## config.mk

```make
export PLATFORM = sky130hd
export DESIGN_NAME = lcdp_port
export DESIGN_NICKNAME = d
export VERILOG_FILES = /design/src/rtl/lcdp_pkg.sv /design/src/rtl/lcdp_sync.sv /design/src/rtl/lcdp_rx.sv /design/src/rtl/lcdp_tx.sv /design/src/rtl/lcdp_regs.sv /design/src/rtl/lcdp_port.sv
export SDC_FILE = /design/constraint.sdc
export NUM_CORES = 1
export LEC_CHECK = 0
export ABC_AREA = 1
export BUFFER_PORTS_ARGS = -buffer_cell sky130_fd_sc_hd__buf_2
export CAP_MARGIN = 20
export CORE_AREA = 2 2 171 215
export CTS_CLUSTER_DIAMETER = 80
export DETAILED_ROUTE_END_ITERATION = 7
export DIE_AREA = 0 0 173 217
export PLACE_DENSITY = 0.63
export SLEW_MARGIN = 5
export SYNTH_ARGS = -nofsm -noshare
export SYNTH_HDL_FRONTEND = slang
export SYNTH_SLANG_ARGS = --single-unit
```

## constraint.sdc

```tcl
create_clock -name clk -period 3.4 [get_ports clk]
set_input_delay 0.34 -clock clk [delete_from_list [all_inputs] [get_ports clk]]
set_output_delay 0.34 -clock clk [all_outputs]
set_load 0.03 [all_outputs]
```

## src/rtl/lcdp_pkg.sv

```systemverilog
package lcdp_pkg;

    localparam int CMD_W      = 8;
    localparam int TYPE_BIT   = 7;
    localparam int ADDR_LSB   = 3;
    localparam int CTL_LSB    = 1;
    localparam int DIR_BIT    = 0;
    localparam int ADDR_W     = 2;
    localparam int ROWS       = 1 << ADDR_W;

    typedef struct packed {
        logic       test;
        logic       slave;
        logic       ext_drive;
        logic [1:0] frame;
        logic [1:0] duty;
    } setup_t;

    localparam int SETUP_W = $bits(setup_t);

    typedef struct packed {
        logic [ADDR_W-1:0] row_addr;
        logic [1:0]        disp_ctl;
        logic              key_read;
    } status_t;

endpackage

```

## src/rtl/lcdp_sync.sv

```systemverilog
module lcdp_sync #(
    parameter int             W       = 3,
    parameter int             STAGES  = 2,
    parameter logic [W-1:0]   RST_VAL = '0
) (
    input  logic         clk,
    input  logic         rst_n,
    input  logic [W-1:0] din,
    output logic [W-1:0] dout,
    output logic [W-1:0] rise,
    output logic [W-1:0] fall
);
    localparam int CHAIN_W = STAGES * W;

    typedef struct packed {
        logic [CHAIN_W-1:0] chain;
        logic [W-1:0]       prev;
    } sync_st_t;

    sync_st_t st_d, st_q;
    logic [CHAIN_W-1:0] shifted;

    generate
        if (STAGES > 1) begin : g_multi
            assign shifted = {st_q.chain[CHAIN_W-W-1:0], din};
        end else begin : g_single
            assign shifted = din;
        end
    endgenerate

    always_comb begin
        st_d       = st_q;
        st_d.chain = shifted;
        st_d.prev  = st_q.chain[CHAIN_W-1 -: W];
    end

    always_ff @(posedge clk or negedge rst_n) begin
        if (!rst_n) begin
            st_q.chain <= {STAGES{RST_VAL}};
            st_q.prev  <= RST_VAL;
        end else begin
            st_q <= st_d;
        end
    end

    assign dout = st_q.chain[CHAIN_W-1 -: W];
    assign rise = dout & ~st_q.prev;
    assign fall = ~dout & st_q.prev;
endmodule

```

## src/rtl/lcdp_rx.sv

```systemverilog
module lcdp_rx #(
    parameter int CMD_W = 8,
    parameter int ROW_W = 56
) (
    input  logic             clk,
    input  logic             rst_n,
    input  logic             stb_low,
    input  logic             stb_fall,
    input  logic             sck_rise,
    input  logic             din,
    output logic [CMD_W-1:0] cmd_o,
    output logic [ROW_W-1:0] row_o,
    output logic             cmd_full_o,
    output logic             row_full_o,
    output logic             cmd_done_o
);
    localparam int TOTAL = CMD_W + ROW_W;
    localparam int CNT_W = $clog2(TOTAL + 1);

    typedef struct packed {
        logic [CNT_W-1:0] cnt;
        logic [CMD_W-1:0] cmd;
        logic [ROW_W-1:0] row;
        logic             done;
    } rx_st_t;

    rx_st_t st_d, st_q;

    always_comb begin
        st_d      = st_q;
        st_d.done = 1'b0;
        if (stb_fall) begin
            st_d.cnt = '0;
            st_d.cmd = '0;
            st_d.row = '0;
        end else if (stb_low && sck_rise && st_q.cnt < CNT_W'(TOTAL)) begin
            if (st_q.cnt < CNT_W'(CMD_W)) begin
                st_d.cmd  = {st_q.cmd[CMD_W-2:0], din};
                st_d.done = (st_q.cnt == CNT_W'(CMD_W - 1));
            end else begin
                st_d.row = {st_q.row[ROW_W-2:0], din};
            end
            st_d.cnt = st_q.cnt + 1'b1;
        end
    end

    always_ff @(posedge clk or negedge rst_n) begin
        if (!rst_n) st_q <= '0;
        else        st_q <= st_d;
    end

    assign cmd_o      = st_q.cmd;
    assign row_o      = st_q.row;
    assign cmd_full_o = (st_q.cnt >= CNT_W'(CMD_W));
    assign row_full_o = (st_q.cnt == CNT_W'(TOTAL));
    assign cmd_done_o = st_q.done;
endmodule

```

## src/rtl/lcdp_tx.sv

```systemverilog
module lcdp_tx #(
    parameter int KEY_W = 32
) (
    input  logic             clk,
    input  logic             rst_n,
    input  logic             stop,
    input  logic             load,
    input  logic [KEY_W-1:0] key_word,
    input  logic             sck_fall,
    output logic             pull_low
);
    typedef struct packed {
        logic [KEY_W-1:0] sh;
        logic             active;
        logic             low;
    } tx_st_t;

    tx_st_t st_d, st_q;

    always_comb begin
        st_d = st_q;
        if (stop) begin
            st_d.active = 1'b0;
            st_d.low    = 1'b0;
        end else if (load) begin
            st_d.sh     = key_word;
            st_d.active = 1'b1;
            st_d.low    = 1'b0;
        end else if (st_q.active && sck_fall) begin
            st_d.low = ~st_q.sh[KEY_W-1];
            st_d.sh  = {st_q.sh[KEY_W-2:0], 1'b1};
        end
    end

    always_ff @(posedge clk or negedge rst_n) begin
        if (!rst_n) st_q <= '0;
        else        st_q <= st_d;
    end

    assign pull_low = st_q.low;
endmodule

```

## src/rtl/lcdp_regs.sv

```systemverilog
module lcdp_regs
    import lcdp_pkg::*;
#(
    parameter int ROW_W = 56
) (
    input  logic                       clk,
    input  logic                       rst_n,
    input  logic                       commit,
    input  logic [CMD_W-1:0]           cmd,
    input  logic                       cmd_full,
    input  logic [ROW_W-1:0]           row,
    input  logic                       row_full,
    output setup_t                     setup_o,
    output status_t                    status_o,
    output logic [ROWS-1:0][ROW_W-1:0] rows_o
);
    typedef struct packed {
        setup_t                     setup;
        status_t                    status;
        logic [ROWS-1:0][ROW_W-1:0] rows;
    } reg_st_t;

    reg_st_t st_d, st_q;
    logic [ADDR_W-1:0] addr;
    logic [1:0]        ctl;

    assign addr = cmd[ADDR_LSB +: ADDR_W];
    assign ctl  = cmd[CTL_LSB +: 2];

    always_comb begin
        st_d = st_q;
        if (commit && cmd_full) begin
            if (!cmd[TYPE_BIT]) begin
                if (cmd[SETUP_W-1:0] != st_q.setup) begin
                    st_d.setup           = setup_t'(cmd[SETUP_W-1:0]);
                    st_d.status.disp_ctl = 2'b00;
                end
            end else begin
                st_d.status.row_addr = addr;
                st_d.status.key_read = cmd[DIR_BIT];
                if (!ctl[0]) st_d.status.disp_ctl = ctl;
                if (!cmd[DIR_BIT] && row_full) st_d.rows[addr] = row;
            end
        end
    end

    always_ff @(posedge clk or negedge rst_n) begin
        if (!rst_n) st_q <= '0;
        else        st_q <= st_d;
    end

    assign setup_o  = st_q.setup;
    assign status_o = st_q.status;
    assign rows_o   = st_q.rows;
endmodule

```

## src/rtl/lcdp_port.sv

```systemverilog
module lcdp_port
    import lcdp_pkg::*;
#(
    parameter int ROW_W       = 56,
    parameter int KEY_W       = 32,
    parameter int SYNC_STAGES = 2
) (
    input  logic                  clk,
    input  logic                  rst_n,
    input  logic                  stb_n,
    input  logic                  sck,
    input  logic                  sdata_in,
    input  logic [KEY_W-1:0]      key_word,
    output logic                  sdata_pull_low,
    output logic [ROWS*ROW_W-1:0] rows_o,
    output logic [1:0]            duty_o,
    output logic [1:0]            frame_o,
    output logic                  ext_drive_o,
    output logic                  slave_o,
    output logic                  test_o,
    output logic [ADDR_W-1:0]     row_addr_o,
    output logic [1:0]            disp_ctl_o,
    output logic                  key_read_o
);
    localparam int IDX_STB = 2;
    localparam int IDX_SCK = 1;
    localparam int IDX_DAT = 0;

    logic [2:0] s_val, s_rise, s_fall;
    logic       stb_s;
    logic [CMD_W-1:0] cmd;
    logic [ROW_W-1:0] row;
    logic       cmd_full, row_full, cmd_done, key_load;
    setup_t     setup;
    status_t    status;
    logic [ROWS-1:0][ROW_W-1:0] rows;

    lcdp_sync #(.W(3), .STAGES(SYNC_STAGES), .RST_VAL(3'b110)) u_sync (
        .clk(clk), .rst_n(rst_n), .din({stb_n, sck, sdata_in}),
        .dout(s_val), .rise(s_rise), .fall(s_fall)
    );

    assign stb_s = s_val[IDX_STB];

    lcdp_rx #(.CMD_W(CMD_W), .ROW_W(ROW_W)) u_rx (
        .clk(clk), .rst_n(rst_n), .stb_low(!stb_s), .stb_fall(s_fall[IDX_STB]),
        .sck_rise(s_rise[IDX_SCK]), .din(s_val[IDX_DAT]),
        .cmd_o(cmd), .row_o(row), .cmd_full_o(cmd_full),
        .row_full_o(row_full), .cmd_done_o(cmd_done)
    );

    assign key_load = cmd_done && cmd[TYPE_BIT] && cmd[DIR_BIT];

    lcdp_tx #(.KEY_W(KEY_W)) u_tx (
        .clk(clk), .rst_n(rst_n),
        .stop(s_rise[IDX_STB] || s_fall[IDX_STB]),
        .load(key_load), .key_word(key_word),
        .sck_fall(s_fall[IDX_SCK]), .pull_low(sdata_pull_low)
    );

    lcdp_regs #(.ROW_W(ROW_W)) u_regs (
        .clk(clk), .rst_n(rst_n), .commit(s_rise[IDX_STB]),
        .cmd(cmd), .cmd_full(cmd_full), .row(row), .row_full(row_full),
        .setup_o(setup), .status_o(status), .rows_o(rows)
    );

    assign rows_o      = rows;
    assign duty_o      = setup.duty;
    assign frame_o     = setup.frame;
    assign ext_drive_o = setup.ext_drive;
    assign slave_o     = setup.slave;
    assign test_o      = setup.test;
    assign row_addr_o  = status.row_addr;
    assign disp_ctl_o  = status.disp_ctl;
    assign key_read_o  = status.key_read;
endmodule

```

==> impl_metrics.toml <==
[floorplan]
die_area_sq_um = 37540
rows = 78
floorplan.initialDensity = 0.3923
fp.dieH_microns = 217
chipWidth_microns = 173
ios = 274
core-area_sq_um = 35720

[sta]
rsz0062_at_grt = "false"
finalClockSkew_ns = 0.02306
final.setup.tns_ns = 0
max_slew_margin = 0.3581
slew_viol_final = 0
worstMarginPinSlew_ns = 0.9609
fmax_mhz = 412.3
setup_viol = 0
finalCritPeriodShare = 0.7134
period_needed_ns = 2.425
finalHoldViolations = 0

[routing]
routed_wl_microns = 37080
viasPerCell = 5.000
drc_errors = 0
antenna_left = 0
first_iter_violations = 691
dr_total_vias = 11011
drt-pass1-iter-count = 5
wl_per_cell_microns = 16.84

[pwr]
combinationalPowerShare = 0.019
p_int_mw = 6.457
clkPwrFrac = 0.473
p_sw_frac = 0.2143
netSwitchingPower_mw = 1.761
leakage_nw = 9.589
power_density_nw_per_um2 = 487.5
power_frac_seq = 0.508
vdd_drop_max_mv = 0.3079

[synthesis]
synth_edf_count = 0
ys_types = 30
synth_warnings = 0
synth_most_common_cell = "nand2_1"
yosysTopAreaCellShare = 0.6125
synth.area.top_cells = "dfrtp_1 (61%), nand2_1 (14%), nand3_1 (8.3%)"
netlist_area_sq_um = 14010
syn_nets = 1501
avgSynthCellArea_sq_um = 9.598
yosysTopAreaCell = "dfrtp_1"
async_flop_share = 1.000
synth_seq_cells = 349
netlist_instances = 1460
synthFlopType = "dfrtp_1"
synth_common_cells = "nand2_1 (536), dfrtp_1 (343), nand3_1 (233)"
ys_seq_area_frac = 0.6238

[critical_path]
crit_required_ns = 3.86
criticalPathCategory = "flop to flop"
crit_buf_inv = 3
cp_slowest_stage_delay_ns = 0.48
critical_path.slowest_cell = "buf_4"
cp_max_fo = 40
cp-end-kind = "flop"
worstPathCellList = "nor2_1, nand2_2, nand2_1, inv_2, nand2_4, nor2_4, buf_4, nand2_2, buf_4, nand2_1, nand2_1"
r2r_slack_ns = 0.97
cpMostUsedCell = "nand2_1"
cp.arrival_ns = 2.89
critPathLaunchType = "flop"
cpLargestDelayFamily = "simple AND/OR/NAND/NOR gates"

[placed_design]
hpwl_microns = 23770
io_buffers = 272
finalWeightedCongestion = 0.7966
place_area_sq_um = 15660
dp.cells = 2136

[clock_network]
cts_num_sinks = 349
cts_buffer_depth = 3
cts_tree = "yes"
clkTransAtPathRegs_ns = 0.06
cts_root_buf = "clkbuf_16"
clkLatencyLatePin_ns = 0.54
htreeDepth = 2
cts_resized = 0
cts_buffers = 36

[global_routing]
grt_pass1_vias = 10522
grt_pass1_wl_microns = 59340
antenna_found_initial = 0
grt-ovfl-total = 0
grt_max_degree = 114
grt_usage = 0.1957

[cells_and_area]
diodes = 0
filler_cell_count = 3436
final_cells = 2202
nets = 1739
area_delta_synth_final_pct = 20.30
final_area_sq_um = 16860
drive_gt1_frac = 0.2154
utilization = 0.4720

[worst_hold_path]
hold_path_class = "primary input to flop"

[status]
outcome = "finished clean"

[flow_run]
cap_viol_max_count = 0
==> final timing paths <==
kind / cells after the start / end / from
worst max-delay path: 11 / u_regs.rows_o[196] / u_rx.st_q[68]
worst min-delay path: 3 / u_tx.st_q[2] / key_word[0]
worst max register to register: 11 / u_regs.rows_o[196] / u_rx.st_q[68]
worst min register to register: 0 / u_sync.dout[0] / u_sync.shifted[3]
max in group asynchronous: 3 / u_regs.rows_o[60] / rst_n
min in group asynchronous: 2 / u_regs.rows_o[76] / rst_n
==> cells by family (layout without fill, tap and decap cells) <==
kind of cell,count (synthesis),after routing,synth area share
AOI/OAI and AO/OA,150,150,0.07473
adders and majority gates,4,4,0.003572
DFF,349,349,0.6237
and+or+nand+nor,796,796,0.2375
other,1,1,0.0002676
buffers and inverters,160,422,0.06018
==> metrics by stage <==
step | worst slack, ns | hold slack, ns | power, mW
after CTS | 0.9907 | 0.05484 | 8.304
after detailed placement | 1.034 | 0.3371 | 4.407
after global routing | 0.7745 | 0.08782 | 8.485
final | 0.9746 | 0.07452 | 8.218
after floorplan | 1.668 | 0.04441 | 4.279
after global placement | 1.121 | 0.3393 | 4.405
==> repair_timing <==
item / in CTS / in global routing
hold buffers: 4 / 0
endpoints found under the hold margin: 83 / 0
endpoints found under the setup margin: 0 / 0
buffers inserted: 0 / 0
==> layer usage <==
metal | global-route usage | share of wire | wire length (microns)
met5 | 0 | 0 | 0
met4 | 0.06977 | 0.031 | 1143
met3 | 0.04700 | 0.070 | 2591
met2 | 0.3120 | 0.47 | 17610
met1 | 0.2619 | 0.42 | 15730
==> power by group through the flow <==
stage	combinational [mW]	sequential [mW]	clock (mW)
after floorplan	0.0306	4.25	0
after global placement	0.154	4.25	0
after detailed placement	0.157	4.25	0
after CTS	0.161	4.17	3.97
after global routing	0.179	4.17	4.13
final	0.153	4.17	3.89
==> registers in the layout, indices dropped and copies added (netlist names) <==
register and cells:
u_tx.pull_low 1, u_regs.setup_o 7, u_tx.st_q 33, u_rx.st_q 7
u_rx.cmd_o 8, u_sync.shifted 3, u_rx.row_o 56, u_sync.st_q 2
u_rx.cmd_done_o 1, u_regs.rows_o 224, u_regs.status_o 4, u_sync.dout 3
==> worst reg2reg max path, delay by kind of cell (launching register included) <==
family | cells | cell delay, ns
and+or+nand+nor | 8 | 1.18
buffers and inverters | 3 | 0.76
DFF | 1 | 0.42
==> cell usage in the layout, fill, tap and decap left out, drive strengths merged, types with 7 or more instances in the layout <==
master	count
clkbuf	52
inv	62
buf	294
nand3	233
nor2	19
dfrtp	343
nand2	538
o21ai	53
a22o	55
o211ai	31
o22ai	7
==> cell type report <==
type,instances,area (sq um),area share
Clock buffer,52,1064,0.06308
Clock inverter,10,93.84,0.005566
Inverter,62,232.7,0.01380
Multi-Input combinational cell,951,4476,0.2655
Sequential cell,349,8741,0.5185
Tap cell,480,600.6,0.03562
Timing Repair Buffer,298,1652,0.09797
Power figures use the tool's default switching activity.
